### src/rtl/sdc_pkg.sv
package sdc_pkg;
    localparam int IDX_W       = 6;
    localparam int ARG_W       = 32;
    localparam int CRC_W       = 7;
    localparam int BODY_BITS   = 2 + IDX_W + ARG_W;          // start .. argument
    localparam int FRAME_BITS  = BODY_BITS + CRC_W + 1;      // 48
    localparam int LONG_BITS   = 136;
    localparam int SHORT_HDR   = 2;
    localparam int LONG_HDR    = 8;
    localparam int RX_W        = LONG_BITS - LONG_HDR - 1;   // 127
    localparam int RESP_W      = 128;
    localparam int CNT_W       = $clog2(LONG_BITS + 1);
    localparam int CRC_IDX_W   = $clog2(CRC_W);

    typedef enum logic [2:0] {
        S_IDLE,
        S_SEND,
        S_TURN,
        S_WAIT,
        S_RECV,
        S_FINISH
    } sdc_state_t;
endpackage

### src/rtl/sdc_crc7.sv
module sdc_crc7
    import sdc_pkg::*;
#(
    parameter logic [CRC_W-1:0] POLY = 7'h09
) (
    input  logic             clk,
    input  logic             rst_n,
    input  logic             clr,
    input  logic             en,
    input  logic             din,
    output logic [CRC_W-1:0] crc
);
    logic feedback;
    assign feedback = din ^ crc[CRC_W-1];

    always_ff @(posedge clk or negedge rst_n) begin
        if (!rst_n) begin
            crc <= '0;
        end else if (clr) begin
            crc <= '0;
        end else if (en) begin
            crc <= {crc[CRC_W-2:0], 1'b0} ^ (POLY & {CRC_W{feedback}});
        end
    end

    // A zero fed into a cleared register keeps it cleared (leading bits of frames).
    assert_zero_keeps_zero_R8: assert property (@(posedge clk) disable iff (!rst_n)
        (en && !clr && !din && crc == '0) |=> crc == '0);
endmodule

### src/rtl/sdc_gap_timer.sv
module sdc_gap_timer #(
    parameter int MAX_GAP = 64,
    parameter int GAP_W   = $clog2(MAX_GAP + 1)
) (
    input  logic             clk,
    input  logic             rst_n,
    input  logic             load,
    input  logic             inc,
    output logic [GAP_W-1:0] gap
);
    localparam logic [GAP_W-1:0] G_MAX = GAP_W'(MAX_GAP);

    always_ff @(posedge clk or negedge rst_n) begin
        if (!rst_n) begin
            gap <= '0;
        end else if (load) begin
            gap <= GAP_W'(1);
        end else if (inc && gap != G_MAX) begin
            gap <= gap + GAP_W'(1);
        end
    end

    assert_gap_steps_R5: assert property (@(posedge clk) disable iff (!rst_n)
        (inc && !load && gap < G_MAX) |=> gap == $past(gap) + GAP_W'(1));
    assert_gap_bound_R5: assert property (@(posedge clk) disable iff (!rst_n)
        gap <= G_MAX);
endmodule

### src/rtl/sdc_rx_shift.sv
module sdc_rx_shift #(
    parameter int W = 127
) (
    input  logic         clk,
    input  logic         rst_n,
    input  logic         clr,
    input  logic         en,
    input  logic         din,
    output logic [W-1:0] data
);
    always_ff @(posedge clk or negedge rst_n) begin
        if (!rst_n) begin
            data <= '0;
        end else if (clr) begin
            data <= '0;
        end else if (en) begin
            data <= {data[W-2:0], din};
        end
    end

    assert_shift_in_R6: assert property (@(posedge clk) disable iff (!rst_n)
        (en && !clr) |=> data[0] == $past(din));
endmodule

### src/rtl/sd_cmd_engine.sv
module sd_cmd_engine
    import sdc_pkg::*;
#(
    parameter int MIN_GAP     = 2,
    parameter int MAX_GAP     = 64,
    parameter int TURN_CYCLES = 2
) (
    input  logic              clk,
    input  logic              rst_n,
    input  logic              start,
    input  logic [IDX_W-1:0]  cmd_index,
    input  logic [ARG_W-1:0]  cmd_arg,
    input  logic [1:0]        resp_kind,
    input  logic              open_drain,
    input  logic              cmd_in,
    output logic              cmd_out,
    output logic              cmd_oe,
    output logic              done,
    output logic              timeout,
    output logic              crc_err,
    output logic              frame_err,
    output logic [RESP_W-1:0] resp_data
);
    localparam int GAP_W = $clog2(MAX_GAP + 1);
    localparam logic [GAP_W-1:0] G_MIN  = GAP_W'(MIN_GAP);
    localparam logic [GAP_W-1:0] G_MAX  = GAP_W'(MAX_GAP);
    localparam logic [GAP_W-1:0] G_TURN = GAP_W'(TURN_CYCLES);

    localparam logic [CNT_W-1:0] C_ONE        = CNT_W'(1);
    localparam logic [CNT_W-1:0] C_BODY       = CNT_W'(BODY_BITS);
    localparam logic [CNT_W-1:0] C_TX_LAST    = CNT_W'(FRAME_BITS - 1);
    localparam logic [CNT_W-1:0] C_TX_CRC_TOP = CNT_W'(FRAME_BITS - 2);
    localparam logic [CNT_W-1:0] C_S_LAST     = CNT_W'(FRAME_BITS - 1);
    localparam logic [CNT_W-1:0] C_L_LAST     = CNT_W'(LONG_BITS - 1);
    localparam logic [CNT_W-1:0] C_S_HDR      = CNT_W'(SHORT_HDR);
    localparam logic [CNT_W-1:0] C_L_HDR      = CNT_W'(LONG_HDR);
    localparam logic [CNT_W-1:0] C_S_CRC_LAST = CNT_W'(FRAME_BITS - CRC_W - 2);
    localparam logic [CNT_W-1:0] C_L_CRC_LAST = CNT_W'(LONG_BITS - CRC_W - 2);

    sdc_state_t state_q, state_d;

    logic [CNT_W-1:0]     cnt_q;
    logic [BODY_BITS-1:0] frame_q;
    logic                 od_q, long_q, none_q;
    logic                 timeout_q, crc_err_q, frame_err_q;
    logic [GAP_W-1:0]     gap;
    logic [CRC_W-1:0]     crc_q;
    logic [RX_W-1:0]      rx_q;

    logic                 launch, listening, accept, tx_bit;
    logic                 crc_en, crc_din, crc_clr, rx_en, gap_load, gap_inc;
    logic [CNT_W-1:0]     rx_last, rx_hdr, rx_crc_last;
    logic [CRC_IDX_W-1:0] crc_idx;

    // ---------------------------------------------------------------
    // Shared decode
    // ---------------------------------------------------------------
    assign launch    = (state_q == S_IDLE) && start;
    assign listening = (state_q == S_TURN) || (state_q == S_WAIT);
    assign accept    = listening && (gap >= G_MIN) && !cmd_in;

    assign rx_last     = long_q ? C_L_LAST     : C_S_LAST;
    assign rx_hdr      = long_q ? C_L_HDR      : C_S_HDR;
    assign rx_crc_last = long_q ? C_L_CRC_LAST : C_S_CRC_LAST;

    assign crc_idx = CRC_IDX_W'(C_TX_CRC_TOP - cnt_q);

    always_comb begin
        if (cnt_q < C_BODY) begin
            tx_bit = frame_q[BODY_BITS-1];
        end else if (cnt_q < C_TX_LAST) begin
            tx_bit = crc_q[crc_idx];
        end else begin
            tx_bit = 1'b1;
        end
    end

    assign crc_en  = ((state_q == S_SEND) && (cnt_q < C_BODY))
                  || ((state_q == S_RECV) && (cnt_q >= rx_hdr) && (cnt_q <= rx_crc_last));
    assign crc_din = (state_q == S_SEND) ? tx_bit : cmd_in;
    assign crc_clr = launch || accept;

    assign rx_en    = (state_q == S_RECV) && (cnt_q >= rx_hdr) && (cnt_q < rx_last);
    assign gap_load = (state_q == S_SEND) && (cnt_q == C_TX_LAST);
    assign gap_inc  = listening && !accept;

    // ---------------------------------------------------------------
    // Sub-blocks
    // ---------------------------------------------------------------
    sdc_crc7 u_crc (
        .clk   (clk),
        .rst_n (rst_n),
        .clr   (crc_clr),
        .en    (crc_en),
        .din   (crc_din),
        .crc   (crc_q)
    );

    sdc_gap_timer #(
        .MAX_GAP (MAX_GAP),
        .GAP_W   (GAP_W)
    ) u_gap (
        .clk   (clk),
        .rst_n (rst_n),
        .load  (gap_load),
        .inc   (gap_inc),
        .gap   (gap)
    );

    sdc_rx_shift #(
        .W (RX_W)
    ) u_rx (
        .clk   (clk),
        .rst_n (rst_n),
        .clr   (launch),
        .en    (rx_en),
        .din   (cmd_in),
        .data  (rx_q)
    );

    // ---------------------------------------------------------------
    // Next state
    // ---------------------------------------------------------------
    always_comb begin
        state_d = state_q;
        unique case (state_q)
            S_IDLE:   if (start) state_d = S_SEND;
            S_SEND:   if (cnt_q == C_TX_LAST) state_d = none_q ? S_FINISH : S_TURN;
            S_TURN,
            S_WAIT: begin
                if (accept)              state_d = S_RECV;
                else if (gap == G_MAX)   state_d = S_FINISH;
                else if (gap >= G_TURN)  state_d = S_WAIT;
                else                     state_d = S_TURN;
            end
            S_RECV:   if (cnt_q == rx_last) state_d = S_FINISH;
            S_FINISH: state_d = S_IDLE;
            default:  state_d = S_IDLE;
        endcase
    end

    // State register
    always_ff @(posedge clk or negedge rst_n) begin
        if (!rst_n) state_q <= S_IDLE;
        else        state_q <= state_d;
    end

    // ---------------------------------------------------------------
    // Datapath registers
    // ---------------------------------------------------------------
    always_ff @(posedge clk or negedge rst_n) begin
        if (!rst_n) begin
            cnt_q       <= '0;
            frame_q     <= '0;
            od_q        <= 1'b0;
            long_q      <= 1'b0;
            none_q      <= 1'b0;
            timeout_q   <= 1'b0;
            crc_err_q   <= 1'b0;
            frame_err_q <= 1'b0;
        end else if (launch) begin
            cnt_q       <= '0;
            frame_q     <= {1'b0, 1'b1, cmd_index, cmd_arg};
            od_q        <= open_drain;
            long_q      <= resp_kind[1];
            none_q      <= (resp_kind == 2'b00);
            timeout_q   <= 1'b0;
            crc_err_q   <= 1'b0;
            frame_err_q <= 1'b0;
        end else begin
            case (state_q)
                S_SEND: begin
                    cnt_q   <= cnt_q + C_ONE;
                    frame_q <= {frame_q[BODY_BITS-2:0], 1'b0};
                end
                S_TURN, S_WAIT: begin
                    if (accept)            cnt_q     <= C_ONE;
                    else if (gap == G_MAX) timeout_q <= 1'b1;
                end
                S_RECV: begin
                    cnt_q <= cnt_q + C_ONE;
                    if (cnt_q == C_ONE && cmd_in) frame_err_q <= 1'b1;
                    if (cnt_q == rx_last) begin
                        if (!cmd_in)                 frame_err_q <= 1'b1;
                        if (rx_q[CRC_W-1:0] != crc_q) crc_err_q   <= 1'b1;
                    end
                end
                default: ;
            endcase
        end
    end

    // ---------------------------------------------------------------
    // Outputs
    // ---------------------------------------------------------------
    always_comb begin
        cmd_oe  = 1'b0;
        cmd_out = 1'b1;
        done    = 1'b0;
        unique case (state_q)
            S_SEND: begin
                if (od_q) begin
                    cmd_oe  = !tx_bit;
                    cmd_out = 1'b0;
                end else begin
                    cmd_oe  = 1'b1;
                    cmd_out = tx_bit;
                end
            end
            S_FINISH: done = 1'b1;
            default: ;
        endcase
    end

    assign timeout   = timeout_q;
    assign crc_err   = crc_err_q;
    assign frame_err = frame_err_q;
    assign resp_data = {{(RESP_W-RX_W){1'b0}}, rx_q};

    // ---------------------------------------------------------------
    // Assertions
    // ---------------------------------------------------------------
    assert_od_low_only_R2: assert property (@(posedge clk) disable iff (!rst_n)
        (od_q && cmd_oe) |-> !cmd_out);
    assert_release_after_end_R3: assert property (@(posedge clk) disable iff (!rst_n)
        $past(state_q == S_SEND && cnt_q == C_TX_LAST) |-> !cmd_oe);
    assert_timeout_alone_R5: assert property (@(posedge clk) disable iff (!rst_n)
        timeout |-> (!crc_err && !frame_err));
    assert_done_single_R11: assert property (@(posedge clk) disable iff (!rst_n)
        done |=> !done);
    assert_flags_hold_R11: assert property (@(posedge clk) disable iff (!rst_n)
        (state_q == S_IDLE && !start) |=>
            ($stable(timeout) && $stable(crc_err) && $stable(frame_err) && $stable(resp_data)));
    assert_busy_ignores_start_R12: assert property (@(posedge clk) disable iff (!rst_n)
        (state_q == S_SEND && cnt_q < C_TX_LAST && start) |=> state_q == S_SEND);
endmodule

### config.mk
export PLATFORM = sky130hd
export DESIGN_NAME = sd_cmd_engine
export DESIGN_NICKNAME = d
export VERILOG_FILES = /design/src/rtl/sdc_pkg.sv /design/src/rtl/sdc_crc7.sv /design/src/rtl/sdc_gap_timer.sv /design/src/rtl/sdc_rx_shift.sv /design/src/rtl/sd_cmd_engine.sv
export SDC_FILE = /design/constraint.sdc
export NUM_CORES = 1
export LEC_CHECK = 0
export ABC_AREA = 0
export BUFFER_PORTS_ARGS = -buffer_cell sky130_fd_sc_hd__buf_4
export CAP_MARGIN = 15
export CELL_PAD_IN_SITES_DETAIL_PLACEMENT = 1
export CELL_PAD_IN_SITES_GLOBAL_PLACEMENT = 1
export CORE_MARGIN = 1.5
export CORE_UTILIZATION = 45
export CTS_CLUSTER_SIZE = 30
export DETAILED_ROUTE_END_ITERATION = 12
export GPL_TIMING_DRIVEN = 0
export PLACE_DENSITY = 0.9
export SYNTH_ARGS = -nofsm -noshare
export SYNTH_HDL_FRONTEND = slang
export SYNTH_SLANG_ARGS = --single-unit
### constraint.sdc
create_clock -name clk -period 4.45 [get_ports clk]
set_input_delay 0.445 -clock clk [delete_from_list [all_inputs] [get_ports clk]]
set_output_delay 0.445 -clock clk [all_outputs]
set_load 0.02 [all_outputs]
==> reports/qor.csv <==
metric,value,unit
outcome,finished with violations,
violations,hold timing,
synth_top_family_by_area,simple AND/OR/NAND/NOR gates,
die_w,142.8,µm
path_clk_slew,0.07,ns
rsz0062_at_grt,no,
synth_fa_ha_area_frac,0.01706,
max_freq,315.6,MHz
grt_pass1_wl,40.81,mm
post_drt_wl_per_cell,17.36,µm
vdd_drop_max,0.2655,mV
numCtsBuffers,17,
grt_pass1_vias,7923,
hpwl,17.39,mm
cts.sinks,198,
place_congestion,0.8249,
slew_viol_final,0,
switchingPower,0.0009888,W
arrival,2.72,ns
drtAntennaViolNets,0,
cts-hold-fix-buffers,0,
tns,0,ns
worstSetupPathType,reg -> out,
synth_seq_cells,198,
synth_xor_area_frac,0.01692,
grt_max_degree,112,
leakage,5.333,nW
synth_compound_area_frac,0.1497,
synth.yosys.seq_area_share,0.5631,
drv_cap,0,
synthesis.area,8800,µm²
finClkSkew,0.01432,ns
insertion_delay,0.44,ns
power_switching_share,0.2656,
io_pins,179,
power_density,336.1,nW/µm²
coreArea,18960,µm²
path_cells,"inv_1, ha_1, mux4_2, a221o_1, o21ai_0, o21bai_1, buf_4",
routed_wl,24.91,mm
min_path_type,in -> async,
fp-row-count,50,
overflow,0,
start_util,0.4642,
crit_slowest_cell,mux4_2,
ys_warn_count,0,
ys.flop_type,dfrtp_1,
antenna_found_initial,0,
first_pass_iters,4,
syn_inst,965,
clockBufferDepth,2,
worst_pin_slew,0.6937,ns
synth-edff-count,0,
dieArea,20400,µm²
port-buffer-count,177,
drt_iter0_markers,393,
yosysTopAreaCellShare,0.5631,
finalCriticalPeriod,3.169,ns
viasPerCell,5.309,
synth_area_leader_cell,dfrtp_1,
crit_required,4.01,ns
synth_cell_types,60,
synth.mux.area_fraction,0.004834,
grt_use_total,0.2535,
cp-start-kind,register,
final_common_cell,nand2_1,
p_int,0.002734,W
layout_setup_ws,1.281,ns
drive_gt1_frac,0.2213,
cts.htree.levels,4,
layout.nets,1219,
cts_tree,built,
yosys.area_share.simple,0.2070,
cts_root_buf,clkbuf_16,
syn-mean-instance-area,9.119,µm²
slew_headroom,0.5376,
post-place-ws,1.771,ns
final-hold-violation-count,3,
synth-async-reset-ratio,1.000,
setup_viol_count_final,0,
syn_to_final_growth,25.86,%
endpoint_kind,primary output,
comb_power_share,0.074,
die_h,142.8,µm
cts_resized,0,
max_stage_delay,0.54,ns
whs,-0.01232,ns
synth_area_leaders,"dfrtp_1 (56%), nand2_1 (15%), a21oi_1 (7.6%)",
most-common-layout-cells,"nand2_1 (360), dfrtp_1 (198), buf_4 (179)",
pwr-share-seq,0.514,
drc,0,
post_cts_buffers,0,
syn_nets,1022,
antenna_cells_inserted,0,
cp_max_fo,5,
fin_crit_sh,0.7121,
vias,7618,
pwr-share-clk,0.412,
-- worst paths after layout --
check	slack [ns]	from	to	cells after the start
worst max-delay path	1.28	cnt_q[1]	cmd_oe	7
worst min-delay path	-0.01	rst_n	u_gap.gap[3]	1
worst max register to register	1.81	long_q	u_rx.data[71]	10
worst min register to register	0.48	frame_q[13]	frame_q[13]	2
max in group asynchronous	3.49	rst_n	u_rx.data[57]	2
min in group clk	0.19	resp_kind[0]	none_q	2
-- cell usage after synthesis (all sizes together), types with 6 or more instances --
| library cell | n |
|---|---|
| nand3 | 7 |
| ha | 12 |
| and3 | 7 |
| o21ai | 28 |
| nor2b | 6 |
| nand2 | 361 |
| dfrtp | 198 |
| a21oi | 135 |
| xor2 | 11 |
| nor2 | 29 |
| a22oi | 37 |
| buf | 37 |
| clkbuf | 30 |
| nand2b | 8 |
| xnor2 | 6 |
-- cell families (layout without fill, tap and decap cells) --
family / count (synthesis) / count (layout)
XOR/XNOR: 17 / 17
buffers and inverters: 72 / 282
AO/OA/AOI/OAI: 224 / 224
multiplexers: 3 / 3
AND/OR/NAND/NOR: 438 / 438
flip-flops: 198 / 198
adder cells (fa/ha/maj): 12 / 12
other: 1 / 1
-- worst max-delay path: cells and delay by family (launching register included) --
| kind | cells | cell delay, ns |
|---|---|---|
| compound gates | 3 | 0.72 |
| mux | 1 | 0.54 |
| fa+ha+maj | 1 | 0.40 |
| buf+inv | 2 | 0.24 |
| flops | 1 | 0.39 |
-- per-layer routing --
layer | vias to the layer above | track usage | share of wire
met2 | 175 | 0.4246 | 0.49
li1 | 3606 | - | -
met4 | 0 | 0.09387 | 0.022
met5 | - | 0 | 0
met3 | 35 | 0.05265 | 0.044
met1 | 3802 | 0.3250 | 0.44
-- power groups by stage --
| stage | Clock (W) | Combinational, W | Sequential (W) |
|---|---|---|---|
| after global placement | 0 | 0.000263 | 0.00194 |
| after floorplan | 0 | 0.000126 | 0.00195 |
| after detailed placement | 0 | 0.000278 | 0.00194 |
| after CTS | 0.00157 | 0.000280 | 0.00191 |
| final | 0.00154 | 0.000275 | 0.00191 |
| after global routing | 0.00163 | 0.000303 | 0.00192 |
-- sequential cells by signal, indices dropped and copies added (netlist names) --
| register | flops |
|---|---|
| u_rx.data | 127 |
| frame_q | 40 |
| cnt_q | 8 |
| u_crc.crc | 7 |
| u_gap.gap | 7 |
| state_q | 3 |
| crc_err | 1 |
| frame_err | 1 |
| long_q | 1 |
| none_q | 1 |
| od_q | 1 |
| timeout | 1 |
-- stage by stage --
step           cells  instance area [µm²]  hold slack, ns  total power [W]    util
2_1_floorplan    965                 8800          0.1494         0.002076       -
3_3_place_gp    1402                10450          0.4582         0.002205  0.5515
3_5_place_dp    1403                10490          0.4643         0.002222  0.5533
5_1_grt         1435                11080         0.04050         0.003849  0.5843
6_report        1435                11080        -0.01232         0.003723  0.5843
4_1_cts         1435                11080         0.02110         0.003757  0.5843
-- area by class of cell --
type,count,area (µm²)
clock buffer,18,429.2
timing repair buffer,178,1364
clock inverter,14,157.7
multi-input combinational,695,3485
inverter,5,18.77
sequential,198,4955
tap,260,325.3
buffer,67,341.6
fill,2241,7880
(Power assumes the default switching activity.)
